File: config.mk
export PLATFORM = sky130hd
export DESIGN_NAME = wprot_seq_guard
export DESIGN_NICKNAME = d
export VERILOG_FILES = /design/src/rtl/wprot_pkg.sv /design/src/rtl/wprot_key_match.sv /design/src/rtl/wprot_tick_timer.sv /design/src/rtl/wprot_seq_guard.sv
export SDC_FILE = /design/constraint.sdc
export NUM_CORES = 1
export LEC_CHECK = 0
export CAP_MARGIN = 20
export CORE_ASPECT_RATIO = 0.8
export CORE_MARGIN = 2
export CORE_UTILIZATION = 48
export DETAILED_ROUTE_END_ITERATION = 6
export PLACE_DENSITY = 0.88
export RECOVER_POWER = 100
export SYNTH_ARGS = -nofsm -noshare
export SYNTH_HDL_FRONTEND = slang
export SYNTH_SLANG_ARGS = --single-unit
File: constraint.sdc
create_clock -name clk -period 2.25 [get_ports clk]
set_clock_uncertainty 0.05 [all_clocks]
set_input_delay 0.225 -clock clk [delete_from_list [all_inputs] [get_ports clk]]
set_output_delay 0.225 -clock clk [all_outputs]
set_load 0.02 [all_outputs]
File: src/rtl/wprot_pkg.sv
package wprot_pkg;

    typedef enum logic [3:0] {
        ST_IDLE,
        ST_K1,
        ST_K2,
        ST_K3,
        ST_K4,
        ST_K5,
        ST_OPEN,
        ST_DRAIN
    } seq_state_e;

endpackage

File: src/rtl/wprot_key_match.sv
module wprot_key_match #(
    parameter int              AW          = 15,
    parameter int              DW          = 8,
    parameter logic [AW-1:0]   KEY_A_ADDR  = 15'h5555,
    parameter logic [AW-1:0]   KEY_B_ADDR  = 15'h2AAA,
    parameter logic [DW-1:0]   CODE_LEAD   = 8'hAA,
    parameter logic [DW-1:0]   CODE_SECOND = 8'h55,
    parameter logic [DW-1:0]   CODE_LOCK   = 8'hA0,
    parameter logic [DW-1:0]   CODE_ERASE  = 8'h80,
    parameter logic [DW-1:0]   CODE_CLEAR  = 8'h20
) (
    input  logic [AW-1:0] addr,
    input  logic [DW-1:0] data,
    output logic          hit_lead,
    output logic          hit_second,
    output logic          hit_lock,
    output logic          hit_erase,
    output logic          hit_clear
);

    logic at_a;
    logic at_b;

    // Address decode first, then pair each key address with its data code.
    always_comb begin
        at_a       = (addr == KEY_A_ADDR);
        at_b       = (addr == KEY_B_ADDR);
        hit_lead   = at_a && (data == CODE_LEAD);
        hit_second = at_b && (data == CODE_SECOND);
        hit_lock   = at_a && (data == CODE_LOCK);
        hit_erase  = at_a && (data == CODE_ERASE);
        hit_clear  = at_a && (data == CODE_CLEAR);
    end

endmodule

File: src/rtl/wprot_tick_timer.sv
module wprot_tick_timer #(
    parameter int LIMIT = 16
) (
    input  logic clk,
    input  logic rst_n,
    input  logic clr,
    input  logic run,
    output logic done
);

    localparam int CW = $clog2(LIMIT + 1);
    localparam logic [CW-1:0] LAST = CW'(LIMIT - 1);

    logic [CW-1:0] cnt_q;

    // done marks the cycle in which the interval ends; the count then holds.
    always_comb begin
        done = run && (cnt_q == LAST);
    end

    always_ff @(posedge clk) begin
        if (!rst_n) begin
            cnt_q <= '0;
        end else if (clr) begin
            cnt_q <= '0;
        end else if (run && !done) begin
            cnt_q <= cnt_q + 1'b1;
        end
    end

endmodule

File: src/rtl/wprot_seq_guard.sv
module wprot_seq_guard
    import wprot_pkg::*;
#(
    parameter int   ADDR_W    = 15,
    parameter int   DATA_W    = 8,
    parameter int   GAP_CYC   = 16,
    parameter int   WC_CYC    = 24,
    parameter logic PROT_INIT = 1'b0
) (
    input  logic              clk,
    input  logic              rst_n,
    input  logic              wr_stb,
    input  logic [ADDR_W-1:0] wr_addr,
    input  logic [DATA_W-1:0] wr_data,
    input  logic              load_done,
    output logic              wr_pass,
    output logic              cmd_eat,
    output logic              prot_on
);

    seq_state_e state_q;
    seq_state_e state_d;
    logic       prot_q;
    logic       prot_set;
    logic       prot_clr;
    logic       step_hit;
    logic       hunting;
    logic       in_seq;
    logic       gap_done;
    logic       wc_done;
    logic       hit_lead;
    logic       hit_second;
    logic       hit_lock;
    logic       hit_erase;
    logic       hit_clear;

    wprot_key_match #(
        .AW (ADDR_W),
        .DW (DATA_W)
    ) u_keys (
        .addr       (wr_addr),
        .data       (wr_data),
        .hit_lead   (hit_lead),
        .hit_second (hit_second),
        .hit_lock   (hit_lock),
        .hit_erase  (hit_erase),
        .hit_clear  (hit_clear)
    );

    // hunting: the matcher judges writes (idle or mid-sequence).
    // in_seq: a partial sequence is waiting for its next step.
    always_comb begin
        hunting = (state_q != ST_OPEN) && (state_q != ST_DRAIN);
        in_seq  = hunting && (state_q != ST_IDLE);
    end

    wprot_tick_timer #(
        .LIMIT (GAP_CYC)
    ) u_gap (
        .clk   (clk),
        .rst_n (rst_n),
        .clr   (wr_stb || !in_seq),
        .run   (in_seq),
        .done  (gap_done)
    );

    wprot_tick_timer #(
        .LIMIT (WC_CYC)
    ) u_wc (
        .clk   (clk),
        .rst_n (rst_n),
        .clr   (state_q != ST_DRAIN),
        .run   (state_q == ST_DRAIN),
        .done  (wc_done)
    );

    // Next-state logic.
    always_comb begin
        state_d  = state_q;
        step_hit = 1'b0;
        prot_set = 1'b0;
        prot_clr = 1'b0;
        unique case (state_q)
            ST_IDLE: begin
                if (wr_stb && hit_lead) begin
                    step_hit = 1'b1;
                    state_d  = ST_K1;
                end
            end
            ST_K1: begin
                if (wr_stb) begin
                    if (hit_second) begin
                        step_hit = 1'b1;
                        state_d  = ST_K2;
                    end else if (hit_lead) begin
                        step_hit = 1'b1;
                        state_d  = ST_K1;
                    end else begin
                        state_d  = ST_IDLE;
                    end
                end else if (gap_done) begin
                    state_d = ST_IDLE;
                end
            end
            ST_K2: begin
                if (wr_stb) begin
                    if (hit_lock) begin
                        step_hit = 1'b1;
                        prot_set = 1'b1;
                        state_d  = ST_OPEN;
                    end else if (hit_erase) begin
                        step_hit = 1'b1;
                        state_d  = ST_K3;
                    end else if (hit_lead) begin
                        step_hit = 1'b1;
                        state_d  = ST_K1;
                    end else begin
                        state_d  = ST_IDLE;
                    end
                end else if (gap_done) begin
                    state_d = ST_IDLE;
                end
            end
            ST_K3: begin
                if (wr_stb) begin
                    if (hit_lead) begin
                        step_hit = 1'b1;
                        state_d  = ST_K4;
                    end else begin
                        state_d  = ST_IDLE;
                    end
                end else if (gap_done) begin
                    state_d = ST_IDLE;
                end
            end
            ST_K4: begin
                if (wr_stb) begin
                    if (hit_second) begin
                        step_hit = 1'b1;
                        state_d  = ST_K5;
                    end else if (hit_lead) begin
                        step_hit = 1'b1;
                        state_d  = ST_K1;
                    end else begin
                        state_d  = ST_IDLE;
                    end
                end else if (gap_done) begin
                    state_d = ST_IDLE;
                end
            end
            ST_K5: begin
                if (wr_stb) begin
                    if (hit_clear) begin
                        step_hit = 1'b1;
                        state_d  = ST_DRAIN;
                    end else if (hit_lead) begin
                        step_hit = 1'b1;
                        state_d  = ST_K1;
                    end else begin
                        state_d  = ST_IDLE;
                    end
                end else if (gap_done) begin
                    state_d = ST_IDLE;
                end
            end
            ST_OPEN: begin
                if (load_done) begin
                    state_d = ST_IDLE;
                end
            end
            ST_DRAIN: begin
                if (wc_done) begin
                    prot_clr = 1'b1;
                    state_d  = ST_IDLE;
                end
            end
            default: begin
                state_d = ST_IDLE;
            end
        endcase
    end

    // State register and protection bit.
    always_ff @(posedge clk) begin
        if (!rst_n) begin
            state_q <= ST_IDLE;
            prot_q  <= PROT_INIT;
        end else begin
            state_q <= state_d;
            if (prot_set) begin
                prot_q <= 1'b1;
            end else if (prot_clr) begin
                prot_q <= 1'b0;
            end
        end
    end

    // Output decode.
    always_comb begin
        wr_pass = 1'b0;
        cmd_eat = 1'b0;
        unique case (state_q)
            ST_OPEN: begin
                wr_pass = wr_stb;
            end
            ST_DRAIN: begin
                wr_pass = 1'b0;
            end
            default: begin
                if (hunting) begin
                    wr_pass = wr_stb && !prot_q;
                    cmd_eat = wr_stb && prot_q && step_hit;
                end
            end
        endcase
        prot_on = prot_q;
    end

endmodule

==> results of run 1 <==
-- layout by cell type (no fill, tap or decap), drive strengths merged, types with 6 or more instances in the layout --
master and n:
a21oi 6, buf 22, clkdlybuf4s50 26, dfxtp 15
nand2 10, nand3 10, nand4 6, nor2 21
nor3 9, o21ai 7
-- flip-flops by register name, indices dropped and copies added (netlist names) --
register,flops
prot_on,1
u_gap.cnt_q,5
u_wc.cnt_q,5
state_q,4
-- worst max-delay path, stage by stage --
cell and delay [ns]:
clkdlybuf4s50_1 0.46, or4b_4 0.55, a21oi_2 0.18, nand2_1 0.07, a21oi_1 0.13, a31o_1 0.12, clkbuf_2 0.16
-- power by group through the flow --
stage                     Clock, uW  Sequential [uW]  Combinational [uW]
final                           160              270                 117
after CTS                       164              270                 114
after detailed placement          0              276                 114
after global placement            0              276                 110
after global routing            179              270                 125
after floorplan                   0              274                33.6
-- final cells by class --
class,count,area [um^2]
clock inverters,1,7.51
fillers,186,704
flip-flops and latches,15,300
well taps,27,33.8
clock buffers,3,22.5
multi-input cells,128,846
repair buffers,52,453
inverters,4,15.0
-- metrics by stage --
stage          utilization  setup WS [ns]  hold slack, ns  area (um^2)
2_1_floorplan            -          0.533           0.297         1180
3_3_place_gp         0.691         -0.276           0.433         1650
3_5_place_dp         0.691         -0.299           0.443         1650
4_1_cts              0.705         0.0357           0.461         1680
5_1_grt              0.704        -0.0294           0.489         1680
6_report             0.704         0.0922           0.463         1680
-- worst paths after layout --
| check | startpoint | end | slack, ns | cells past startpoint |
|---|---|---|---|---|
| worst max register to register | u_wc.cnt_q[0]$_SDFFE_PP0P_ | state_q[2]$_SDFFE_PN0P_ | 0.30 | 6 |
| worst max-delay path | wr_data[1] | cmd_eat | 0.09 | 7 |
| worst min register to register | u_gap.cnt_q[1]$_SDFFE_PP0P_ | u_gap.cnt_q[1]$_SDFFE_PP0P_ | 0.46 | 2 |
| worst min-delay path | u_gap.cnt_q[1]$_SDFFE_PP0P_ | u_gap.cnt_q[1]$_SDFFE_PP0P_ | 0.46 | 2 |
-- kinds of logic (layout without fill, tap and decap cells) --
group / count (synthesis) / after routing / synth area share
AND/OR/NAND/NOR: 90 / 90 / 0.464
adder cells (fa/ha/maj): 3 / 3 / 0.0319
multiplexers: 2 / 2 / 0.0170
XOR/XNOR: 6 / 6 / 0.0447
other: 1 / 1 / 0.00319
AO/OA/AOI/OAI: 26 / 26 / 0.149
buffers and inverters: 8 / 60 / 0.0351
flip-flops: 15 / 15 / 0.255
-- per-layer routing --
layer  track usage  vias to the layer above
met2         0.510                       76
met1         0.347                      662
met3        0.0822                        9
met4        0.0864                        0
met5             0                        -
li1              -                      678
-- what timing repair did --
item                                    in CTS  in global routing
hold endpoints to repair                     0                  0
pin swaps                                    0                  0
endpoints found under the setup margin       2                  1
gates resized for setup                      5                  4
cloned                                       0                  0
==> reports/qor.yml, run 1 <==
cts:
  cts_num_sinks: 15
  clock_path_buffers: 2
  postCtsSetupRepairBufs: 0
  htree_levels: 1
  cts_buffers: 3
  clk_pin_slew_ns: 0.10
  hold_buffers: 0
  worstSkewPairLatency_ns: 0.30
  root_buffer: "clkbuf_4"
  cts_tree: "done"
grt:
  grt_pass1_vias: 1363
  grtUsageTotal: 0.288
  grt_antenna_before_repair: 0
  grt_pass1_wl_um: 6130
  grt_overflow: 0
  grt_max_degree: 15
final_layout:
  diodes: 0
  area_delta_synth_final_pct: 42.7
  drive_above_1_share: 0.182
  fin_nets: 234
  fin_cells: 230
synthesis:
  ys_seq_elements: 15
  synth.net_count: 181
  synth_cell_types: 51
  synth_flop_cell: "dfxtp_1"
  netlist.area_leader.share: 0.255
  yosys-top-cells-area: "dfxtp_1, nor2_1, nand3_1"
  async_flop_share: 0
  syn_inst: 151
  synth_area_um2: 1180
  yosys_warnings: 0
  synth_edf_count: 0
  yosysSeqAreaShare: 0.255
  avgSynthCellArea_um2: 7.79
  yosysMostFrequentCell: "nor2_1"
  synth_common_cells: "nor2_1, dfxtp_1, nand2_1, nand3_1, nor3_1"
  synth_top_area_cell: "dfxtp_1"
power:
  switchingPower_uw: 140
  ir_drop_mv: 0.327
  p_sw_frac: 0.256
  seq_power_share: 0.494
  clock_power_share: 0.293
  power.density_nw_per_um2: 326
  power_uw: 546
  p_leak_uw: 0.000638
  power.internal_uw: 407
  power_frac_comb: 0.213
detailed_routing:
  highest_layer: "met4"
  dr_wl_met3_um: 347
  drtPass1Iterations: 4
  wl_met1_um: 1430
  drt-wirelength-per-cell_um: 16.1
  dr_wl_met2_um: 1860
  vias_per_cell: 6.20
  ant_nets: 0
  wl_um: 3710
  drtIter0Drc: 81
  drc: 0
  via_count: 1425
sta:
  finalHoldViolCount: 0
  drv_slew: 0
  finalSetupViolCount: 0
  fin_crit_ns: 2.16
  finalCritPeriodShare: 0.959
  fin_tns_setup_ns: 0
  fmax_ghz: 0.463
floorplanning:
  initial_core_util: 0.494
  fp.dieArea_um2: 2860
  io_pins: 30
  die_w_um: 59.3
  die_h_um: 48.3
  coreArea_um2: 2380
  rows: 16
min_path:
  hp-class: "flip-flop to flip-flop"
setup_path:
  path_class: "input pin to primary output"
  crit_required_ns: 1.98
  startpoint_type: "input pin"
  cp-end-kind: "primary output"
  critPathMaxFanout: 4
  worst_ep_arrival_time_ns: 1.88
placement:
  gp_congestion: 0.952
  dpl.hpwl_um: 2910
  placedCellCount: 226
  port_buffers: 29
job:
  cap_violations: 0
run_status:
  status: "finished clean"
(Power assumes the default switching activity.)
==> run 2, diff against run 1 <==
--- a/config.mk
+++ b/config.mk
@@ -5,7 +5,6 @@
 export SDC_FILE = /design/constraint.sdc
 export NUM_CORES = 1
 export LEC_CHECK = 0
-export CAP_MARGIN = 20
 export CORE_ASPECT_RATIO = 0.8
 export CORE_MARGIN = 2
 export CORE_UTILIZATION = 48
==> results of run 2 <==
Final layout, timing and power as in run 1 (identical DEF).
